===== src/rtl/gpib_src_pkg.sv =====
package gpib_src_pkg;

    localparam int AUX_W = 8;

    // Auxiliary command opcodes (upper bits of the command word)
    localparam logic [3:0] OP_PRESET = 4'b0010;
    localparam logic [2:0] OP_OPTS   = 3'b100;
    localparam logic [3:0] OP_SPEED  = 4'b1010;

    typedef enum logic [1:0] {
        ST_IDLE,
        ST_SETTLE,
        ST_DAV
    } src_state_e;

    typedef struct packed {
        logic bin_cmp;
        logic eoi_on_eos;
        logic hold_end;
        logic hold_all;
        logic fast;
    } src_feat_t;

    function automatic int unsigned clamp_preset(input int unsigned raw,
                                                 input int unsigned nmax);
        if (raw == 0)
            return 1;
        if (raw > nmax)
            return nmax;
        return raw;
    endfunction

endpackage


===== src/rtl/gpib_aux_regs.sv =====
module gpib_aux_regs
    import gpib_src_pkg::*;
#(
    parameter int DATA_W  = 8,
    parameter int N_MAX   = 8,
    parameter int N_RESET = 8,
    localparam int PRE_W  = $clog2(N_MAX + 1)
) (
    input  logic              clk,
    input  logic              rst,
    input  logic              aux_wr,
    input  logic [AUX_W-1:0]  aux_data,
    input  logic              eos_wr,
    input  logic [DATA_W-1:0] eos_data,
    output logic [PRE_W-1:0]  preset,
    output src_feat_t         feat,
    output logic [DATA_W-1:0] eos
);

    always_ff @(posedge clk) begin
        if (rst) begin
            preset <= PRE_W'(clamp_preset(N_RESET, N_MAX));
            feat   <= '0;
        end else if (aux_wr) begin
            if (aux_data[7:4] == OP_PRESET)
                preset <= PRE_W'(clamp_preset(int'(aux_data[3:0]), N_MAX));
            else if (aux_data[7:5] == OP_OPTS) begin
                feat.hold_all   <= aux_data[0];
                feat.hold_end   <= aux_data[1];
                feat.eoi_on_eos <= aux_data[3];
                feat.bin_cmp    <= aux_data[4];
            end else if (aux_data[7:4] == OP_SPEED)
                feat.fast <= aux_data[2];
        end
    end

    always_ff @(posedge clk) begin
        if (rst)
            eos <= '0;
        else if (eos_wr)
            eos <= eos_data;
    end

endmodule


===== src/rtl/gpib_settle_timer.sv =====
module gpib_settle_timer #(
    parameter int CNT_W = 5
) (
    input  logic             clk,
    input  logic             rst,
    input  logic             load,
    input  logic [CNT_W-1:0] load_val,
    output logic             done
);

    logic [CNT_W-1:0] cnt;

    always_ff @(posedge clk) begin
        if (rst)
            cnt <= '0;
        else if (load)
            cnt <= load_val;
        else if (cnt != '0)
            cnt <= cnt - CNT_W'(1);
    end

    assign done = (cnt == '0);

endmodule


===== src/rtl/gpib_src_hs.sv =====
module gpib_src_hs
    import gpib_src_pkg::*;
#(
    parameter int DATA_W  = 8,
    parameter int N_MAX   = 8,
    parameter int N_RESET = 8
) (
    input  logic              clk,
    input  logic              rst,
    input  logic              wr_en,
    input  logic [DATA_W-1:0] wr_data,
    input  logic              wr_eoi,
    input  logic              aux_wr,
    input  logic [AUX_W-1:0]  aux_data,
    input  logic              eos_wr,
    input  logic [DATA_W-1:0] eos_data,
    input  logic              fin_hs,
    input  logic              atn,
    input  logic              nrfd,
    input  logic              ndac,
    output logic [DATA_W-1:0] dio,
    output logic              dav,
    output logic              eoi,
    output logic              ready,
    output logic              err
);

    localparam int PRE_W = $clog2(N_MAX + 1);
    localparam int CNT_W = $clog2(2 * N_MAX + 1);

    logic [PRE_W-1:0]  preset;
    src_feat_t         feat;
    logic [DATA_W-1:0] eos;

    src_state_e        state;
    logic [DATA_W-1:0] dio_q;
    logic              eoi_q, hold_q, first_q, err_q;

    logic              accept, is_match, eoi_next, hold_next, use_full, tmr_done;
    logic [DATA_W-1:0] cmp_mask;
    logic [CNT_W-1:0]  pre_ext, full_len, fast_len, len, load_val;

    gpib_aux_regs #(
        .DATA_W (DATA_W),
        .N_MAX  (N_MAX),
        .N_RESET(N_RESET)
    ) u_aux (
        .clk     (clk),
        .rst     (rst),
        .aux_wr  (aux_wr),
        .aux_data(aux_data),
        .eos_wr  (eos_wr),
        .eos_data(eos_data),
        .preset  (preset),
        .feat    (feat),
        .eos     (eos)
    );

    gpib_settle_timer #(
        .CNT_W(CNT_W)
    ) u_tmr (
        .clk     (clk),
        .rst     (rst),
        .load    (accept),
        .load_val(load_val),
        .done    (tmr_done)
    );

    // Byte classification and settling length, taken at write time
    always_comb begin
        accept    = wr_en && (state == ST_IDLE);
        cmp_mask  = feat.bin_cmp ? '1 : {1'b0, {(DATA_W-1){1'b1}}};
        is_match  = ((wr_data ^ eos) & cmp_mask) == '0;
        eoi_next  = wr_eoi | (feat.eoi_on_eos & is_match);
        hold_next = feat.hold_all | (feat.hold_end & (wr_eoi | is_match));
        use_full  = !feat.fast || first_q || atn;
        pre_ext   = CNT_W'(preset);
        full_len  = pre_ext << 1;
        fast_len  = (pre_ext + CNT_W'(1)) >> 1;
        len       = use_full ? full_len : fast_len;
        load_val  = len - CNT_W'(1);
    end

    always_ff @(posedge clk) begin
        if (rst) begin
            state  <= ST_IDLE;
            dio_q  <= '0;
            eoi_q  <= 1'b0;
            hold_q <= 1'b0;
        end else begin
            unique case (state)
                ST_IDLE: begin
                    if (accept) begin
                        state  <= ST_SETTLE;
                        dio_q  <= wr_data;
                        eoi_q  <= eoi_next;
                        hold_q <= hold_next;
                    end
                end
                ST_SETTLE: begin
                    if (fin_hs)
                        hold_q <= 1'b0;
                    if (tmr_done && !hold_q && !nrfd)
                        state <= ST_DAV;
                end
                ST_DAV: begin
                    if (!ndac) begin
                        state <= ST_IDLE;
                        eoi_q <= 1'b0;
                    end
                end
                default: state <= ST_IDLE;
            endcase
        end
    end

    // First-byte marker: armed by reset and while ATN is true
    always_ff @(posedge clk) begin
        if (rst)
            first_q <= 1'b1;
        else if (atn)
            first_q <= 1'b1;
        else if (accept)
            first_q <= 1'b0;
    end

    always_ff @(posedge clk) begin
        if (rst)
            err_q <= 1'b0;
        else if (wr_en && state != ST_IDLE)
            err_q <= 1'b1;
    end

    assign dio   = dio_q;
    assign eoi   = eoi_q;
    assign dav   = (state == ST_DAV);
    assign ready = (state == ST_IDLE);
    assign err   = err_q;

endmodule


===== config.mk =====
export PLATFORM = sky130hd
export DESIGN_NAME = gpib_src_hs
export DESIGN_NICKNAME = d
export VERILOG_FILES = /design/src/rtl/gpib_src_pkg.sv /design/src/rtl/gpib_aux_regs.sv /design/src/rtl/gpib_settle_timer.sv /design/src/rtl/gpib_src_hs.sv
export SDC_FILE = /design/constraint.sdc
export NUM_CORES = 1
export LEC_CHECK = 0
export BUFFER_PORTS_ARGS = -buffer_cell sky130_fd_sc_hd__buf_2
export CAP_MARGIN = 20
export CORE_MARGIN = 4
export CORE_UTILIZATION = 43
export CTS_BUF_LIST = sky130_fd_sc_hd__clkbuf_16
export DETAILED_ROUTE_END_ITERATION = 8
export HOLD_SLACK_MARGIN = 0.08
export PLACE_DENSITY = 0.67
export SYNTH_ARGS = -nofsm -noshare
export SYNTH_HDL_FRONTEND = slang
export SYNTH_SLANG_ARGS = --single-unit

===== constraint.sdc =====
create_clock -name clk -period 5.6 [get_ports clk]
set_input_delay 1.12 -clock clk [delete_from_list [all_inputs] [get_ports clk]]
set_output_delay 1.12 -clock clk [all_outputs]
set_load 0.05 [all_outputs]

# --- Yosys cells after proc, flatten, opt, wreduce, memory -nomap -nowiden ---
# Cells that the tools add are included.
op_classes:
  n_addsub: 3
  n_lt_le_gt_ge: 1
  n_eq_ne: 9
  muxes: 27
  n_bitwise: 9
  reduce_logical: 26
ops:
  columns: ["op", "n"]
  rows:
  - ["5-bit two-way mux", 3]
  - ["1-bit two-way mux", 14]
  - ["4-bit two-way mux", 3]
  - ["3-bit AND reduction", 4]
  - ["5-bit by 1-bit subtractor with 5-bit output, second input constant", 2]
  - ["8-bit bitwise AND", 1]
  - ["8-bit logical NOT", 1]
  - ["8-bit two-way mux", 1]
  - ["2-bit nonzero test", 4]
  - ["8-bit XOR", 1]
  - ["2-bit two-way mux", 3]
  - ["2-bit != test, second input constant", 3]
  - ["2-bit case mux with 3 select lines", 1]
  - ["4-bit by 1-bit adder with 5-bit output, second input constant", 1]
  - ["5-bit logical NOT", 1]
  - ["5-bit nonzero test", 1]
  - ["4-bit by 2-bit equality test with 1-bit output, second input constant", 1]
  - ["4-bit equality test, second input constant", 1]
  - ["4-bit greater-than comparator, second input constant", 1]
  - ["1-bit logical AND", 4]
  - ["4-bit logical NOT", 1]
  - ["1-bit case mux with 2 select lines", 2]
  - ["2-bit AND reduction", 2]
  - ["4-bit AND reduction", 1]
  - ["other kinds (11)", 18]
totals:
  ff_bits: 36
  inputBits: 34
  out_inout_bits: 12
  elab_cells: 89

# --- Logic depth before layout (Yosys ltp) ---
# Gate-level depths: netlist of run 1.
depth:
  depth_word: 11
  depth_mapped: 9
  depth_no_buf: 8

# --- Modules after synthesis ---
# From an unflattened synthesis of run 1, not the netlist that was laid out.
unflattened:
  cells_unflattened: 220
  area_unflattened_um2: 1876.8
by_module_without_submodules:
  columns: ["mod", "instances", "cells_each", "area_each_um2", "seq_area_each_um2"]
  rows:
  - ["gpib_src_hs", 1, 121, 904.6, 280.3]
  - ["gpib_aux_regs", 1, 67, 684.4, 340.3]
  - ["gpib_settle_timer", 1, 32, 287.8, 100.1]

# --- Worst setup path after synthesis of run 1 ---
# OpenSTA, ideal clock, no wires.
synth_timing:
  path_type: "input to register"
  startpoint: "in wr_en"
  endpoint: "reg u_tmr.cnt[4]"
  setup_time_ps: 59
  t_arrival_ps: 2500
  required_time_ps: 5541
  setup_slack_ps: 3041
  cell_stages: 8
  path_buffers: 2
  cell_sequence: "or3b_4 > buf_6 > clkbuf_1 > nor2_1 > a21oi_1 > ha_1 > a311o_1 > nand2_1"
synth_between:
  elab_chain_cells: 2
  elab_cells_between_ends: 3
  classes_between: "mux: 1; reduce/logical: 2"
synth_rtl:
  columns: ["element", "line_no", "rtl"]
  rows:
  - ["start, declared", "gpib_src_hs.sv:10", "input logic wr_en,"]
  - ["1-bit logical AND *", "gpib_src_hs.sv:71", "accept = wr_en && (state == ST_IDLE);"]
  - ["5-bit two-way mux / 2-bit nonzero test (equally long branches)", null, null]
  - ["end signal, assigned", "gpib_settle_timer.sv:17", "cnt <= load_val;"]
  - ["end signal, assigned", "gpib_settle_timer.sv:19", "cnt <= cnt - CNT_W'(1);"]
  - ["end, declared", "gpib_settle_timer.sv:11", "logic [CNT_W-1:0] cnt;"]
# Mark *: on every way between the ends. The rest lies on a longest branch, timed or not.
# A chain may end at the register's enable or synchronous reset.

# --- Worst setup path in the final report of run 1 ---
# Ends and elaborated chain as after synthesis.

==> report_table.html, run 1 <==
<table>
<tr><th>Metric</th><th>Value</th></tr>
<tr><th colspan="2">Synthesis</th></tr>
<tr><td>Flop and latch count out of synthesis</td><td>36</td></tr>
<tr><td>Number of enable-type register cells in the synthesized netlist</td><td>0</td></tr>
<tr><td>Fraction of registers with async set or reset after synthesis</td><td>0</td></tr>
<tr><td>Avg Cell Area, Syn</td><td>8.903 µm²</td></tr>
<tr><td>Cell type with the largest total area after synthesis</td><td>sky130_fd_sc_hd__dfxtp_1</td></tr>
<tr><td>Post-Syn Area</td><td>1700 µm²</td></tr>
<tr><td>Post-synthesis cell count</td><td>191</td></tr>
<tr><td>Yosys synthesis warning count</td><td>0</td></tr>
<tr><td>Syn nets</td><td>227</td></tr>
<tr><td>Most frequently used flop master after synthesis</td><td>sky130_fd_sc_hd__dfxtp_1</td></tr>
<tr><td>Number of different library cells in the post-synthesis netlist</td><td>36</td></tr>
<tr><td>Largest cells by area after synthesis</td><td>sky130_fd_sc_hd__dfxtp_1 (42%), sky130_fd_sc_hd__mux2i_1 (8.8%), sky130_fd_sc_hd__a21oi_1 (6.2%), sky130_fd_sc_hd__nor2_1 (6.0%), sky130_fd_sc_hd__nand2_1 (4.9%)</td></tr>
<tr><td>Share of Yosys cell area claimed by the top area cell type</td><td>0.4238</td></tr>
<tr><td>Share of synthesized area occupied by flip-flops and latches</td><td>0.4238</td></tr>
<tr><th colspan="2">Setup path</th></tr>
<tr><td>Critical path fanouts, max</td><td>14</td></tr>
<tr><td>End of the worst register-to-register path</td><td>u_tmr.cnt[4]$_SDFFE_PP0P_</td></tr>
<tr><td>Crit Path Class</td><td>primary input to flop</td></tr>
<tr><td>Buffer and inverter count on the worst path</td><td>1</td></tr>
<tr><td>Critical path's top delay family</td><td>simple AND/OR/NAND/NOR gates</td></tr>
<tr><td>Sort of element at the end of the critical path</td><td>flop</td></tr>
<tr><td>Slowest cell on the critical path</td><td>sky130_fd_sc_hd__nor3b_4</td></tr>
<tr><td>Max incr delay on CP</td><td>0.56 ns</td></tr>
<tr><td>RR Startpoint</td><td>state[0]$_SDFFE_PP0P_</td></tr>
<tr><td>Logic depth of the worst register-to-register path</td><td>6</td></tr>
<tr><td>Endpoint required time on the critical path</td><td>5.82 ns</td></tr>
<tr><td>Cell breakdown of the critical path</td><td>buf_2 &gt; nor3b_4 &gt; and3_1 &gt; a21oi_1 &gt; ha_1 &gt; a311o_1 &gt; nand2_1</td></tr>
<tr><td>CP startpoint kind</td><td>primary input</td></tr>
<tr><td>Critical path data arrival time</td><td>2.69 ns</td></tr>
<tr><td>Slack of the worst reg-to-reg path</td><td>3.66 ns</td></tr>
<tr><th colspan="2">STA</th></tr>
<tr><td>Unrepaired setup endpoints after global routing</td><td>false</td></tr>
<tr><td>Number of failing setup endpoints in the final timing report</td><td>0</td></tr>
<tr><td>Post-layout min period</td><td>2.463 ns</td></tr>
<tr><td>Final Slew Violations</td><td>0</td></tr>
<tr><td>Hold Vio Cnt, Final</td><td>0</td></tr>
<tr><td>Highest achievable clock rate</td><td>406.0 MHz</td></tr>
<tr><td>Max transition margin</td><td>0.5714</td></tr>
<tr><td>Post-route clock period utilization</td><td>0.4398</td></tr>
<tr><td>Sum of negative setup slack</td><td>0 ns</td></tr>
<tr><td>Clock skew</td><td>0.002413 ns</td></tr>
<tr><td>Transition time at the pin with the least slew margin</td><td>0.6360 ns</td></tr>
<tr><th colspan="2">Hold path</th></tr>
<tr><td>Min-Delay Startpoint</td><td>err$_SDFFE_PP0P_</td></tr>
<tr><td>Hold EP</td><td>err$_SDFFE_PP0P_</td></tr>
<tr><td>Path type of the worst min-delay path</td><td>flop to flop</td></tr>
<tr><td>Worst Hold Path Cells</td><td>2</td></tr>
<tr><th colspan="2">Placement</th></tr>
<tr><td>Port Buffer Count</td><td>45</td></tr>
<tr><td>Detailed-placement wirelength estimate</td><td>2694 µm</td></tr>
<tr><td>Final weighted congestion in routability-driven placement</td><td>0.7555</td></tr>
<tr><td>DP Cell Count</td><td>275</td></tr>
<tr><th colspan="2">Layout</th></tr>
<tr><td>Layout Cells excl Fill</td><td>283</td></tr>
<tr><td>Antenna diode instance count</td><td>0</td></tr>
<tr><td>Filler cell count in the final layout</td><td>367</td></tr>
<tr><td>Layout-stage area growth over the synthesis result</td><td>23.69%</td></tr>
<tr><td>Fraction of final layout cells sized beyond drive strength 1</td><td>0.2638</td></tr>
<tr><td>Most frequent cells in the layout</td><td>sky130_fd_sc_hd__buf_2 (45), sky130_fd_sc_hd__dfxtp_1 (36), sky130_fd_sc_hd__nor2_1 (27)</td></tr>
<tr><td>Most common cell after layout, fill and taps aside</td><td>sky130_fd_sc_hd__buf_2</td></tr>
<tr><td>Fin nets</td><td>270</td></tr>
<tr><th colspan="2">Pwr</th></tr>
<tr><td>Gate power share</td><td>0.187</td></tr>
<tr><td>Leakage Power</td><td>0.8786 nW</td></tr>
<tr><td>Fraction of power consumed by the clock network</td><td>0.414</td></tr>
<tr><td>P_sw</td><td>0.2107 mW</td></tr>
<tr><td>Cell Int Power</td><td>0.5447 mW</td></tr>
<tr><td>Reg power frac</td><td>0.399</td></tr>
<tr><td>Peak supply drop</td><td>0.0002263 V</td></tr>
<tr><td>Net Sw Frac</td><td>0.2789</td></tr>
<tr><td>PwrDens</td><td>359.2 nW/µm²</td></tr>
<tr><th colspan="2">Detailed routing</th></tr>
<tr><td>Number of iterations in the first detailed-routing pass</td><td>4</td></tr>
<tr><td>DRC</td><td>0</td></tr>
<tr><td>Count of nets left with antenna violations after detail routing</td><td>0</td></tr>
<tr><td>Via density per instance</td><td>5.110</td></tr>
<tr><td>Total number of vias</td><td>1446</td></tr>
<tr><td>Mean routed wirelength per cell</td><td>12.96 µm</td></tr>
<tr><td>Aggregate routed wire length</td><td>3669 µm</td></tr>
<tr><td>DRC marker count from the first detailed-route iteration</td><td>68</td></tr>
<tr><th colspan="2">CTS</th></tr>
<tr><td>Max clock buf depth</td><td>2</td></tr>
<tr><td>Number of H-tree branching levels</td><td>2</td></tr>
<tr><td>Worst-path clk slew</td><td>0.05 ns</td></tr>
<tr><td>Hold bufs inserted after CTS</td><td>0</td></tr>
<tr><td>Clock Latency Late Sink</td><td>0.28 ns</td></tr>
<tr><td>Number of clock sinks seen by CTS</td><td>36</td></tr>
<tr><td>CTS tree</td><td>yes</td></tr>
<tr><td>Cts bufs inserted</td><td>5</td></tr>
<tr><td>Root buffer cell</td><td>sky130_fd_sc_hd__clkbuf_16</td></tr>
<tr><td>Post-cts gate resize count</td><td>0</td></tr>
<tr><td>Buffer count from post-CTS setup fixing</td><td>0</td></tr>
<tr><th colspan="2">Floorplan</th></tr>
<tr><td>Placement row count</td><td>22</td></tr>
<tr><td>Initial core utilization</td><td>0.4542</td></tr>
<tr><td>Horiz. Die Dim</td><td>70.89 µm</td></tr>
<tr><td>Overall die area</td><td>5025 µm²</td></tr>
<tr><td>Number of I/O pins</td><td>46</td></tr>
<tr><td>Placeable core region</td><td>3744 µm²</td></tr>
<tr><td>Die height</td><td>70.89 µm</td></tr>
<tr><th colspan="2">Global route</th></tr>
<tr><td>Total routing resource utilization after global routing</td><td>0.1458</td></tr>
<tr><td>Overflow left after global routing</td><td>0</td></tr>
<tr><td>Pin count of the biggest net entering global routing</td><td>32</td></tr>
<tr><td>Vias in the first global route</td><td>1352</td></tr>
<tr><td>Global-route wire length before repair</td><td>5892 µm</td></tr>
<tr><td>Initial antenna violation count</td><td>0</td></tr>
<tr><th colspan="2">Run status</th></tr>
<tr><td>Status</td><td>finished clean</td></tr>
<tr><th colspan="2">Job</th></tr>
<tr><td>Count of maximum capacitance violations</td><td>0</td></tr>
</table>
[routing by layer]
layer / part of all wire / up-vias / GRT usage
met5: 0 / - / 0
met4: 0.013 / 0 / 0.05637
met1: 0.50 / 651 / 0.1943
met2: 0.44 / 37 / 0.2214
li1: - / 752 / -
met3: 0.053 / 6 / 0.04403
[cells by family (layout without fill, tap and decap cells)]
| family | after synthesis | after routing | share of synthesized area |
|---|---|---|---|
| AOI/OAI and AO/OA | 41 | 41 | 0.1634 |
| xor gates and xnor gates | 10 | 10 | 0.05151 |
| adders and majority gates | 2 | 2 | 0.01471 |
| buffers and inverters | 14 | 58 | 0.04047 |
| DFF | 36 | 36 | 0.4238 |
| muxes | 15 | 15 | 0.08830 |
| and+or+nand+nor | 73 | 73 | 0.2178 |
[power by group through the flow]
stage          registers, mW  clock network, mW  logic (mW)
2_1_floorplan          0.320                  0      0.0909
3_3_place_gp           0.307                  0       0.140
3_5_place_dp           0.306                  0       0.141
4_1_cts                0.301              0.318       0.142
5_1_grt                0.304              0.331       0.156
6_report               0.301              0.313       0.141
[cell type report]
class,instances,area [µm²],share of cell area
Timing Repair Buffer,45,225.2,0.1071
Inverter,5,18.77,0.008923
Sequential cell,36,720.7,0.3427
Tap cell,48,60.06,0.02855
Clock inverter,3,42.54,0.02023
Clock buffer,5,125.1,0.05949
Multi-Input combinational cell,141,910.9,0.4331
[stage by stage]
step	instance area, µm²	setup slack [ns]	utilization	hold slack [ns]	power (mW)
after floorplan	1700	3.041	-	0.4291	0.4112
after global placement	1936	2.876	0.5170	0.4318	0.4470
after detailed placement	1936	2.861	0.5170	0.4417	0.4477
after CTS	2103	3.140	0.5618	0.4494	0.7609
after global routing	2103	3.038	0.5618	0.4720	0.7910
final	2103	3.137	0.5618	0.4463	0.7554
[cells in the mapped netlist (all sizes together), types with 4 or more instances]
master,number
mux2i,15
dfxtp,36
nand2,22
buf,4
o21ai,5
or3,4
xnor2,7
clkbuf,5
a211oi,5
nor2,28
a21oi,21
inv,5
[registers in the layout (all words and copies together), names as in the netlist]
name          cells
eoi               1
hold_q            1
u_aux.feat        5
err               1
state             2
first_q           1
u_aux.preset      4
u_aux.eos         8
dio               8
u_tmr.cnt         5
[how the worst max path moves through the flow]
stage / start / end / slack (ns) / cells past startpoint
global placement: wr_en / u_tmr.cnt[4]$_SDFFE_PP0P_ / 2.88 / 7
floorplan: wr_en / u_tmr.cnt[4]$_SDFFE_PP0P_ / 3.04 / 8
CTS: wr_en / u_tmr.cnt[4]$_SDFFE_PP0P_ / 3.14 / 7
global route: wr_en / u_tmr.cnt[4]$_SDFFE_PP0P_ / 3.04 / 7
detailed placement: wr_en / u_tmr.cnt[4]$_SDFFE_PP0P_ / 2.86 / 7
finish: wr_en / u_tmr.cnt[4]$_SDFFE_PP0P_ / 3.14 / 7
[worst register-to-register path, delay by kind of cell (launching register included)]
family	cells	cell delay [ns]
AOI/OAI and AO/OA	2	0.32
adders and majority gates	1	0.24
DFF	1	0.40
and+or+nand+nor	3	0.93
No activity file was read; power rests on OpenSTA's default activity.
==> run 2: changes to the inputs <==
==> constraint.sdc (replaced) <==
create_clock -name clk -period 2.4 [get_ports clk]
set_input_delay 0.48 -clock clk [delete_from_list [all_inputs] [get_ports clk]]
set_output_delay 0.48 -clock clk [all_outputs]
set_load 0.05 [all_outputs]
==> run 2 against run 1 <==
Via count rose by 0.83%; utilization is 0.74 points lower; highest routed layer unchanged; register-to-register slack lost 3.0 ns; non-clock buffer count grew 1; global-route usage rose by 0.35 points; critical endpoint is now dav; first-iteration DRC count is 32% lower; largest power group is now sequential cells.
==> report_table.html, run 2 (same netlist as run 1, synthesis figures left out) <==
<table>
<tr><th>Metric</th><th>Value</th></tr>
<tr><th colspan="2">Run status</th></tr>
<tr><td>Status</td><td>finished clean (unchanged)</td></tr>
<tr><th colspan="2">Hold path</th></tr>
<tr><td>Worst Hold Path Cells</td><td>2 (unchanged)</td></tr>
<tr><td>Path type of the worst min-delay path</td><td>primary input to flop (was flop to flop)</td></tr>
<tr><th colspan="2">Pwr</th></tr>
<tr><td>Gate power share</td><td>0.204 (was 0.187)</td></tr>
<tr><td>Net Sw Frac</td><td>0.2901 (was 0.2789)</td></tr>
<tr><td>P_sw</td><td>0.4728 mW (was 0.2107 mW)</td></tr>
<tr><td>Peak supply drop</td><td>0.0004944 V (was 0.0002263 V)</td></tr>
<tr><td>Leakage Power</td><td>0.8685 nW (was 0.8786 nW)</td></tr>
<tr><td>Reg power frac</td><td>0.432 (was 0.399)</td></tr>
<tr><td>Cell Int Power</td><td>1.157 mW (was 0.5447 mW)</td></tr>
<tr><td>Fraction of power consumed by the clock network</td><td>0.364 (was 0.414)</td></tr>
<tr><td>PwrDens</td><td>785.3 nW/µm² (was 359.2 nW/µm²)</td></tr>
<tr><th colspan="2">Placement</th></tr>
<tr><td>DP Cell Count</td><td>276 (was 275)</td></tr>
<tr><td>Final weighted congestion in routability-driven placement</td><td>0.7765 (was 0.7555)</td></tr>
<tr><td>Port Buffer Count</td><td>45 (unchanged)</td></tr>
<tr><td>Detailed-placement wirelength estimate</td><td>2737 µm (was 2694 µm)</td></tr>
<tr><th colspan="2">Setup path</th></tr>
<tr><td>End of the worst register-to-register path</td><td>u_tmr.cnt[4]$_SDFFE_PP0P_ (unchanged)</td></tr>
<tr><td>Endpoint required time on the critical path</td><td>1.92 ns (was 5.82 ns)</td></tr>
<tr><td>Crit Path Class</td><td>flop to primary output (was primary input to flop)</td></tr>
<tr><td>Cell breakdown of the critical path</td><td>inv_1 &gt; nor2_1 &gt; buf_2 (was buf_2 &gt; nor3b_4 &gt; and3_1 &gt; a21oi_1 &gt; ha_1 &gt; a311o_1 &gt; nand2_1)</td></tr>
<tr><td>Max incr delay on CP</td><td>0.43 ns (was 0.56 ns)</td></tr>
<tr><td>Launch point of the critical path</td><td>state[1]$_SDFFE_PP0P_ (was wr_en)</td></tr>
<tr><td>RR Startpoint</td><td>state[0]$_SDFFE_PP0P_ (unchanged)</td></tr>
<tr><td>Sort of element at the end of the critical path</td><td>primary output (was flop)</td></tr>
<tr><td>Critical path fanouts, max</td><td>6 (was 14)</td></tr>
<tr><td>CP startpoint kind</td><td>flop (was primary input)</td></tr>
<tr><td>Critical path data arrival time</td><td>1.30 ns (was 2.69 ns)</td></tr>
<tr><td>Slowest cell on the critical path</td><td>sky130_fd_sc_hd__dfxtp_1 (was sky130_fd_sc_hd__nor3b_4)</td></tr>
<tr><td>Logic depth of the worst register-to-register path</td><td>6 (unchanged)</td></tr>
<tr><td>Slack of the worst reg-to-reg path</td><td>0.65 ns (was 3.66 ns)</td></tr>
<tr><td>Worst path depth</td><td>3 (was 7)</td></tr>
<tr><td>Buffer and inverter count on the worst path</td><td>2 (was 1)</td></tr>
<tr><td>Critical path's top delay family</td><td>flip-flops (was simple AND/OR/NAND/NOR gates)</td></tr>
<tr><td>Critical path destination</td><td>dav (was u_tmr.cnt[4]$_SDFFE_PP0P_)</td></tr>
<tr><th colspan="2">Layout</th></tr>
<tr><td>Most common cell after layout, fill and taps aside</td><td>sky130_fd_sc_hd__buf_2 (unchanged)</td></tr>
<tr><td>Fraction of final layout cells sized beyond drive strength 1</td><td>0.2553 (was 0.2638)</td></tr>
<tr><td>Final core utilization</td><td>0.5545 (was 0.5618)</td></tr>
<tr><td>Layout Cells excl Fill</td><td>283 (unchanged)</td></tr>
<tr><td>Most frequent cells in the layout</td><td>sky130_fd_sc_hd__buf_2 (45), sky130_fd_sc_hd__dfxtp_1 (36), sky130_fd_sc_hd__nor2_1 (27) (unchanged)</td></tr>
<tr><td>Fin nets</td><td>271 (was 270)</td></tr>
<tr><td>Antenna diode instance count</td><td>0 (unchanged)</td></tr>
<tr><td>Layout-stage area growth over the synthesis result</td><td>22.07% (was 23.69%)</td></tr>
<tr><th colspan="2">Floorplan</th></tr>
<tr><td>Die height</td><td>70.89 µm (unchanged)</td></tr>
<tr><td>Horiz. Die Dim</td><td>70.89 µm (unchanged)</td></tr>
<tr><td>Number of I/O pins</td><td>46 (unchanged)</td></tr>
<tr><td>Overall die area</td><td>5025 µm² (unchanged)</td></tr>
<tr><td>Placement row count</td><td>22 (unchanged)</td></tr>
<tr><td>Initial core utilization</td><td>0.4542 (unchanged)</td></tr>
<tr><td>Placeable core region</td><td>3744 µm² (unchanged)</td></tr>
<tr><th colspan="2">CTS</th></tr>
<tr><td>Post-cts gate resize count</td><td>0 (unchanged)</td></tr>
<tr><td>Buffer count from post-CTS setup fixing</td><td>0 (unchanged)</td></tr>
<tr><td>Worst-path clk slew</td><td>0.05 ns (about the same)</td></tr>
<tr><td>CTS tree</td><td>yes (unchanged)</td></tr>
<tr><td>Root buffer cell</td><td>sky130_fd_sc_hd__clkbuf_16 (unchanged)</td></tr>
<tr><td>Hold bufs inserted after CTS</td><td>0 (unchanged)</td></tr>
<tr><td>Number of clock sinks seen by CTS</td><td>36 (unchanged)</td></tr>
<tr><td>Max clock buf depth</td><td>2 (unchanged)</td></tr>
<tr><td>Clock Latency Late Sink</td><td>0.28 ns (about the same)</td></tr>
<tr><td>Number of H-tree branching levels</td><td>2 (unchanged)</td></tr>
<tr><td>Cts bufs inserted</td><td>5 (unchanged)</td></tr>
<tr><th colspan="2">Detailed routing</th></tr>
<tr><td>Mean routed wirelength per cell</td><td>12.83 µm (was 12.96 µm)</td></tr>
<tr><td>Via density per instance</td><td>5.152 (was 5.110)</td></tr>
<tr><td>DRC marker count from the first detailed-route iteration</td><td>46 (was 68)</td></tr>
<tr><td>Total number of vias</td><td>1458 (was 1446)</td></tr>
<tr><td>DRC</td><td>0 (unchanged)</td></tr>
<tr><td>Aggregate routed wire length</td><td>3632 µm (was 3669 µm)</td></tr>
<tr><td>Count of nets left with antenna violations after detail routing</td><td>0 (unchanged)</td></tr>
<tr><td>Number of iterations in the first detailed-routing pass</td><td>4 (unchanged)</td></tr>
<tr><th colspan="2">STA</th></tr>
<tr><td>Post-route clock period utilization</td><td>0.7403</td></tr>
<tr><td>Hold Vio Cnt, Final</td><td>0 (unchanged)</td></tr>
<tr><td>Number of failing setup endpoints in the final timing report</td><td>0 (unchanged)</td></tr>
<tr><td>Max transition margin</td><td>0.5977 (was 0.5714)</td></tr>
<tr><td>Transition time at the pin with the least slew margin</td><td>0.5969 ns (was 0.6360 ns)</td></tr>
<tr><td>Post-layout min period</td><td>1.777 ns</td></tr>
<tr><td>Final Slew Violations</td><td>0 (unchanged)</td></tr>
<tr><td>Sum of negative setup slack</td><td>0 ns (unchanged)</td></tr>
<tr><td>Unrepaired setup endpoints after global routing</td><td>false (unchanged)</td></tr>
<tr><td>Final worst hold slack</td><td>0.4343 ns (was 0.4463 ns)</td></tr>
<tr><td>Highest achievable clock rate</td><td>562.8 MHz</td></tr>
<tr><td>Clock skew</td><td>0.002710 ns (was 0.002413 ns)</td></tr>
<tr><th colspan="2">Global route</th></tr>
<tr><td>Total routing resource utilization after global routing</td><td>0.1494 (was 0.1458)</td></tr>
<tr><td>Overflow left after global routing</td><td>0 (unchanged)</td></tr>
<tr><td>Global-route wire length before repair</td><td>6099 µm (was 5892 µm)</td></tr>
<tr><td>Initial antenna violation count</td><td>0 (unchanged)</td></tr>
<tr><td>Vias in the first global route</td><td>1417 (was 1352)</td></tr>
<tr><td>Pin count of the biggest net entering global routing</td><td>32 (unchanged)</td></tr>
<tr><th colspan="2">Job</th></tr>
<tr><td>Count of maximum capacitance violations</td><td>0 (unchanged)</td></tr>
</table>
[run 2: worst min path at each step]
stage | startpoint | end | slack [ns]
2_1_floorplan | u_tmr.cnt[0]$_SDFFE_PP0P_ | u_tmr.cnt[0]$_SDFFE_PP0P_ | 0.43
3_3_place_gp | err$_SDFFE_PP0P_ | err$_SDFFE_PP0P_ | 0.43
5_1_grt | atn | first_q$_SDFFE_PP1N_ | 0.44
3_5_place_dp | dio[0]$_SDFFE_PP0P_ | dio[0]$_SDFFE_PP0P_ | 0.45
4_1_cts | atn | first_q$_SDFFE_PP1N_ | 0.44
6_report | atn | first_q$_SDFFE_PP1N_ | 0.43
[run 2: final cells by class]
class	instances	area (µm²)
Multi-Input combinational cell	141	910.9
Inverter	5	18.77
Clock buffer	5	125.1
Tap cell	48	60.06
Fill cell	354	1668
Timing Repair Buffer	46	232.7
Clock inverter	2	7.507
Sequential cell	36	720.7
[run 2: stage by stage]
step,power (mW),instance area [µm²],setup slack (ns)
after floorplan,0.9596,1700,0.4806
after global placement,1.047,1943,0.5057
after detailed placement,1.048,1943,0.4753
after CTS,1.638,2076,0.6277
after global routing,1.706,2076,0.5084
final,1.630,2076,0.6233
[run 2: power by group through the flow]
stage | clock network (mW) | registers [mW] | logic [mW]
3_3_place_gp | 0 | 0.716 | 0.331
3_5_place_dp | 0 | 0.715 | 0.333
6_report | 0.593 | 0.704 | 0.333
2_1_floorplan | 0 | 0.747 | 0.212
5_1_grt | 0.625 | 0.711 | 0.370
4_1_cts | 0.600 | 0.704 | 0.334
[run 2: per-layer routing]
layer,up-vias,global-route usage,part of all wire
met1,651,0.2016,0.49
met3,5,0.04403,0.060
met2,43,0.2266,0.44
li1,759,-,-
met4,0,0.05428,0.011
met5,-,0,0
==> run 3: changes to the inputs <==
==> constraint.sdc (replaced) <==
create_clock -name clk -period 1.7 [get_ports clk]
set_input_delay 0.34 -clock clk [delete_from_list [all_inputs] [get_ports clk]]
set_output_delay 0.34 -clock clk [all_outputs]
set_load 0.05 [all_outputs]
==> run 3 against run 2 <==
First-iteration DRC count increased by 110%; highest routed layer unchanged; register-to-register slack got worse by 0.60 ns; design area grew 6.6%; global-route usage up 0.90 points; routed wire length grew 7.0%; via count rose by 3.9%; clock-buffer cell count stayed put; hold slack got worse by 0.13 ns; sequential cell count is the same; largest cell class unchanged.
==> report_table.html, run 3 (same netlist as run 1, synthesis figures left out) <==
<table>
<tr><th>Metric</th><th>Value</th></tr>
<tr><th colspan="2">Run status</th></tr>
<tr><td>Status</td><td>finished clean (unchanged)</td></tr>
<tr><th colspan="2">Floorplan</th></tr>
<tr><td>Placeable core region</td><td>3744 µm² (unchanged)</td></tr>
<tr><td>Placement row count</td><td>22 (unchanged)</td></tr>
<tr><td>Die height</td><td>70.89 µm (unchanged)</td></tr>
<tr><td>Overall die area</td><td>5025 µm² (unchanged)</td></tr>
<tr><td>Horiz. Die Dim</td><td>70.89 µm (unchanged)</td></tr>
<tr><td>Initial core utilization</td><td>0.4542 (unchanged)</td></tr>
<tr><td>Number of I/O pins</td><td>46 (unchanged)</td></tr>
<tr><th colspan="2">Job</th></tr>
<tr><td>Count of maximum capacitance violations</td><td>0 (unchanged)</td></tr>
<tr><th colspan="2">Detailed routing</th></tr>
<tr><td>Via density per instance</td><td>5.118 (was 5.152)</td></tr>
<tr><td>Count of nets left with antenna violations after detail routing</td><td>0 (unchanged)</td></tr>
<tr><td>Number of iterations in the first detailed-routing pass</td><td>4 (unchanged)</td></tr>
<tr><td>Mean routed wirelength per cell</td><td>13.14 µm (was 12.83 µm)</td></tr>
<tr><td>Met3 wire length</td><td>234 µm (was 217 µm)</td></tr>
<tr><td>Max layer used</td><td>met4 (unchanged)</td></tr>
<tr><td>DRC marker count from the first detailed-route iteration</td><td>96 (was 46)</td></tr>
<tr><td>DRC</td><td>0 (unchanged)</td></tr>
<tr><td>Wire length on met2</td><td>1809 µm (was 1592 µm)</td></tr>
<tr><td>Total number of vias</td><td>1515 (was 1458)</td></tr>
<tr><td>Post-route met1 wirelength</td><td>1800 µm (was 1782 µm)</td></tr>
<tr><td>Aggregate routed wire length</td><td>3888 µm (was 3632 µm)</td></tr>
<tr><th colspan="2">Setup path</th></tr>
<tr><td>End of the worst register-to-register path</td><td>u_tmr.cnt[4]$_SDFFE_PP0P_ (unchanged)</td></tr>
<tr><td>Crit Path Class</td><td>flop to flop (was flop to primary output)</td></tr>
<tr><td>CP startpoint kind</td><td>flop (unchanged)</td></tr>
<tr><td>Critical path fanouts, max</td><td>6 (unchanged)</td></tr>
<tr><td>Sort of element at the end of the critical path</td><td>flop (was primary output)</td></tr>
<tr><td>RR Startpoint</td><td>u_aux.feat[0]$_SDFFE_PP0P_ (was state[0]$_SDFFE_PP0P_)</td></tr>
<tr><td>Logic depth of the worst register-to-register path</td><td>7 (was 6)</td></tr>
<tr><td>Critical path data arrival time</td><td>1.82 ns (was 1.30 ns)</td></tr>
<tr><td>Slack of the worst reg-to-reg path</td><td>0.05 ns (was 0.65 ns)</td></tr>
<tr><td>Endpoint required time on the critical path</td><td>1.86 ns (was 1.92 ns)</td></tr>
<tr><th colspan="2">CTS</th></tr>
<tr><td>Root buffer cell</td><td>sky130_fd_sc_hd__clkbuf_16 (unchanged)</td></tr>
<tr><td>CTS tree</td><td>yes (unchanged)</td></tr>
<tr><td>Number of clock sinks seen by CTS</td><td>36 (unchanged)</td></tr>
<tr><td>Hold bufs inserted after CTS</td><td>0 (unchanged)</td></tr>
<tr><td>Worst-path clk slew</td><td>0.05 ns (about the same)</td></tr>
<tr><td>Clock Latency Late Sink</td><td>0.28 ns (about the same)</td></tr>
<tr><td>Cts bufs inserted</td><td>5 (unchanged)</td></tr>
<tr><td>Number of H-tree branching levels</td><td>2 (unchanged)</td></tr>
<tr><td>Max clock buf depth</td><td>2 (unchanged)</td></tr>
<tr><th colspan="2">Pwr</th></tr>
<tr><td>Peak supply drop</td><td>0.0006744 V (was 0.0004944 V)</td></tr>
<tr><td>Leakage Power</td><td>0.9344 nW (was 0.8685 nW)</td></tr>
<tr><td>PwrDens</td><td>1072 nW/µm² (was 785.3 nW/µm²)</td></tr>
<tr><th colspan="2">STA</th></tr>
<tr><td>Post-layout min period</td><td>1.655 ns</td></tr>
<tr><td>Unrepaired setup endpoints after global routing</td><td>true (was false)</td></tr>
<tr><td>Transition time at the pin with the least slew margin</td><td>0.4752 ns (was 0.5969 ns)</td></tr>
<tr><td>Clock skew</td><td>0.005387 ns (was 0.002710 ns)</td></tr>
<tr><td>Final Slew Violations</td><td>0 (unchanged)</td></tr>
<tr><td>Hold Vio Cnt, Final</td><td>0 (unchanged)</td></tr>
<tr><td>Number of failing setup endpoints in the final timing report</td><td>0 (unchanged)</td></tr>
<tr><td>Max transition margin</td><td>0.6797 (was 0.5977)</td></tr>
<tr><td>Final worst hold slack</td><td>0.3002 ns (was 0.4343 ns)</td></tr>
<tr><td>Highest achievable clock rate</td><td>604.4 MHz</td></tr>
<tr><td>Post-route clock period utilization</td><td>0.9733</td></tr>
<tr><th colspan="2">Global route</th></tr>
<tr><td>Pin count of the biggest net entering global routing</td><td>31 (was 32)</td></tr>
<tr><td>Global-route wire length before repair</td><td>6361 µm (was 6099 µm)</td></tr>
<tr><td>Overflow left after global routing</td><td>0 (unchanged)</td></tr>
<tr><td>Total routing resource utilization after global routing</td><td>0.1584 (was 0.1494)</td></tr>
<tr><td>Vias in the first global route</td><td>1436 (was 1417)</td></tr>
<tr><td>Initial antenna violation count</td><td>0 (unchanged)</td></tr>
<tr><th colspan="2">Hold path</th></tr>
<tr><td>Worst Hold Path Cells</td><td>3 (was 2)</td></tr>
<tr><td>Min-Delay Startpoint</td><td>eos_data[4] (was atn)</td></tr>
<tr><td>Path type of the worst min-delay path</td><td>primary input to flop (unchanged)</td></tr>
<tr><td>Hold EP</td><td>u_aux.eos[4]$_SDFFE_PP0P_ (was first_q$_SDFFE_PP1N_)</td></tr>
<tr><th colspan="2">Placement</th></tr>
<tr><td>Final weighted congestion in routability-driven placement</td><td>0.7939 (was 0.7765)</td></tr>
<tr><td>DP Cell Count</td><td>286 (was 276)</td></tr>
<tr><td>Port Buffer Count</td><td>45 (unchanged)</td></tr>
<tr><td>Detailed-placement wirelength estimate</td><td>2817 µm (was 2737 µm)</td></tr>
<tr><th colspan="2">Layout</th></tr>
<tr><td>Fin nets</td><td>283 (was 271)</td></tr>
<tr><td>Fraction of final layout cells sized beyond drive strength 1</td><td>0.3468 (was 0.2553)</td></tr>
<tr><td>Layout Cells excl Fill</td><td>296 (was 283)</td></tr>
<tr><td>Most common cell after layout, fill and taps aside</td><td>sky130_fd_sc_hd__buf_2 (unchanged)</td></tr>
<tr><td>Antenna diode instance count</td><td>0 (unchanged)</td></tr>
<tr><td>Filler cell count in the final layout</td><td>363 (was 354)</td></tr>
<tr><td>Layout-stage area growth over the synthesis result</td><td>30.17% (was 22.07%)</td></tr>
<tr><td>Most frequent cells in the layout</td><td>sky130_fd_sc_hd__buf_2 (44), sky130_fd_sc_hd__dfxtp_1 (30), sky130_fd_sc_hd__nor2_1 (26) (was sky130_fd_sc_hd__buf_2 (45), sky130_fd_sc_hd__dfxtp_1 (36), sky130_fd_sc_hd__nor2_1 (27))</td></tr>
</table>
-- run 3: metal layers --
layer / vias up / global-route usage
met5: - / 0
met4: 0 / 0.05637
met3: 6 / 0.05824
met2: 38 / 0.2420
met1: 691 / 0.2056
li1: 780 / -
-- run 3: worst max-delay path by stage --
| stage | start | to | depth (start not counted) |
|---|---|---|---|
| after floorplan | state[0]$_SDFFE_PP0P_ | u_tmr.cnt[4]$_SDFFE_PP0P_ | 9 |
| after global placement | atn | u_tmr.cnt[3]$_SDFFE_PP0P_ | 7 |
| after detailed placement | atn | u_tmr.cnt[4]$_SDFFE_PP0P_ | 8 |
| after CTS | u_aux.preset[1]$_SDFFE_PP0P_ | u_tmr.cnt[3]$_SDFFE_PP0P_ | 6 |
| after global routing | u_aux.feat[0]$_SDFFE_PP0P_ | u_tmr.cnt[4]$_SDFFE_PP0P_ | 7 |
| final | u_aux.feat[0]$_SDFFE_PP0P_ | u_tmr.cnt[4]$_SDFFE_PP0P_ | 7 |
-- run 3: worst max-delay path, cell delays in order, from the launching register on --
cell                      delay (ns)
sky130_fd_sc_hd__dfxtp_2        0.33
sky130_fd_sc_hd__nor3b_4        0.29
sky130_fd_sc_hd__mux2i_1        0.29
sky130_fd_sc_hd__nor2_2         0.08
sky130_fd_sc_hd__a21oi_2        0.12
sky130_fd_sc_hd__ha_2           0.21
sky130_fd_sc_hd__a311o_1        0.17
sky130_fd_sc_hd__nand2_1        0.06
-- run 3: final cells by class --
class | count | area (µm²) | area share
Inverter | 5 | 18.77 | 0.008479
Clock buffer | 5 | 125.1 | 0.05653
Multi-Input combinational cell | 141 | 940.9 | 0.4251
Clock inverter | 3 | 15.01 | 0.006784
Tap cell | 48 | 60.06 | 0.02713
Sequential cell | 36 | 728.2 | 0.3290
Timing Repair Buffer | 58 | 325.3 | 0.1470
-- run 3: power by group --
group,switching (mW),internal (mW),leakage [nW]
combinational,0.306,0.217,0.568
clock,0.322,0.531,0.0687
sequential,0.0668,0.929,0.297
total,0.695,1.68,0.934
-- run 3: per-stage QoR --
stage / setup TNS [ns] / util / area (µm²) / power, mW / worst slack [ns]
finish: 0 / 0.5912 / 2213 / 2.372 / 0.04534
global route: -0.07024 / 0.5912 / 2213 / 2.487 / -0.05354
CTS: 0 / 0.5772 / 2161 / 2.374 / 0.03536
detailed placement: -0.04076 / 0.5398 / 2021 / 1.516 / -0.02335
global placement: 0 / 0.5398 / 2021 / 1.509 / 0.03781
floorplan: -0.1006 / - / 1714 / 1.363 / -0.05985
-- run 3: timing repair --
action	in CTS	in global routing
endpoints found under the setup margin	0	5
hold endpoints to repair	0	0
setup buffers	0	2
gates resized for setup	0	13
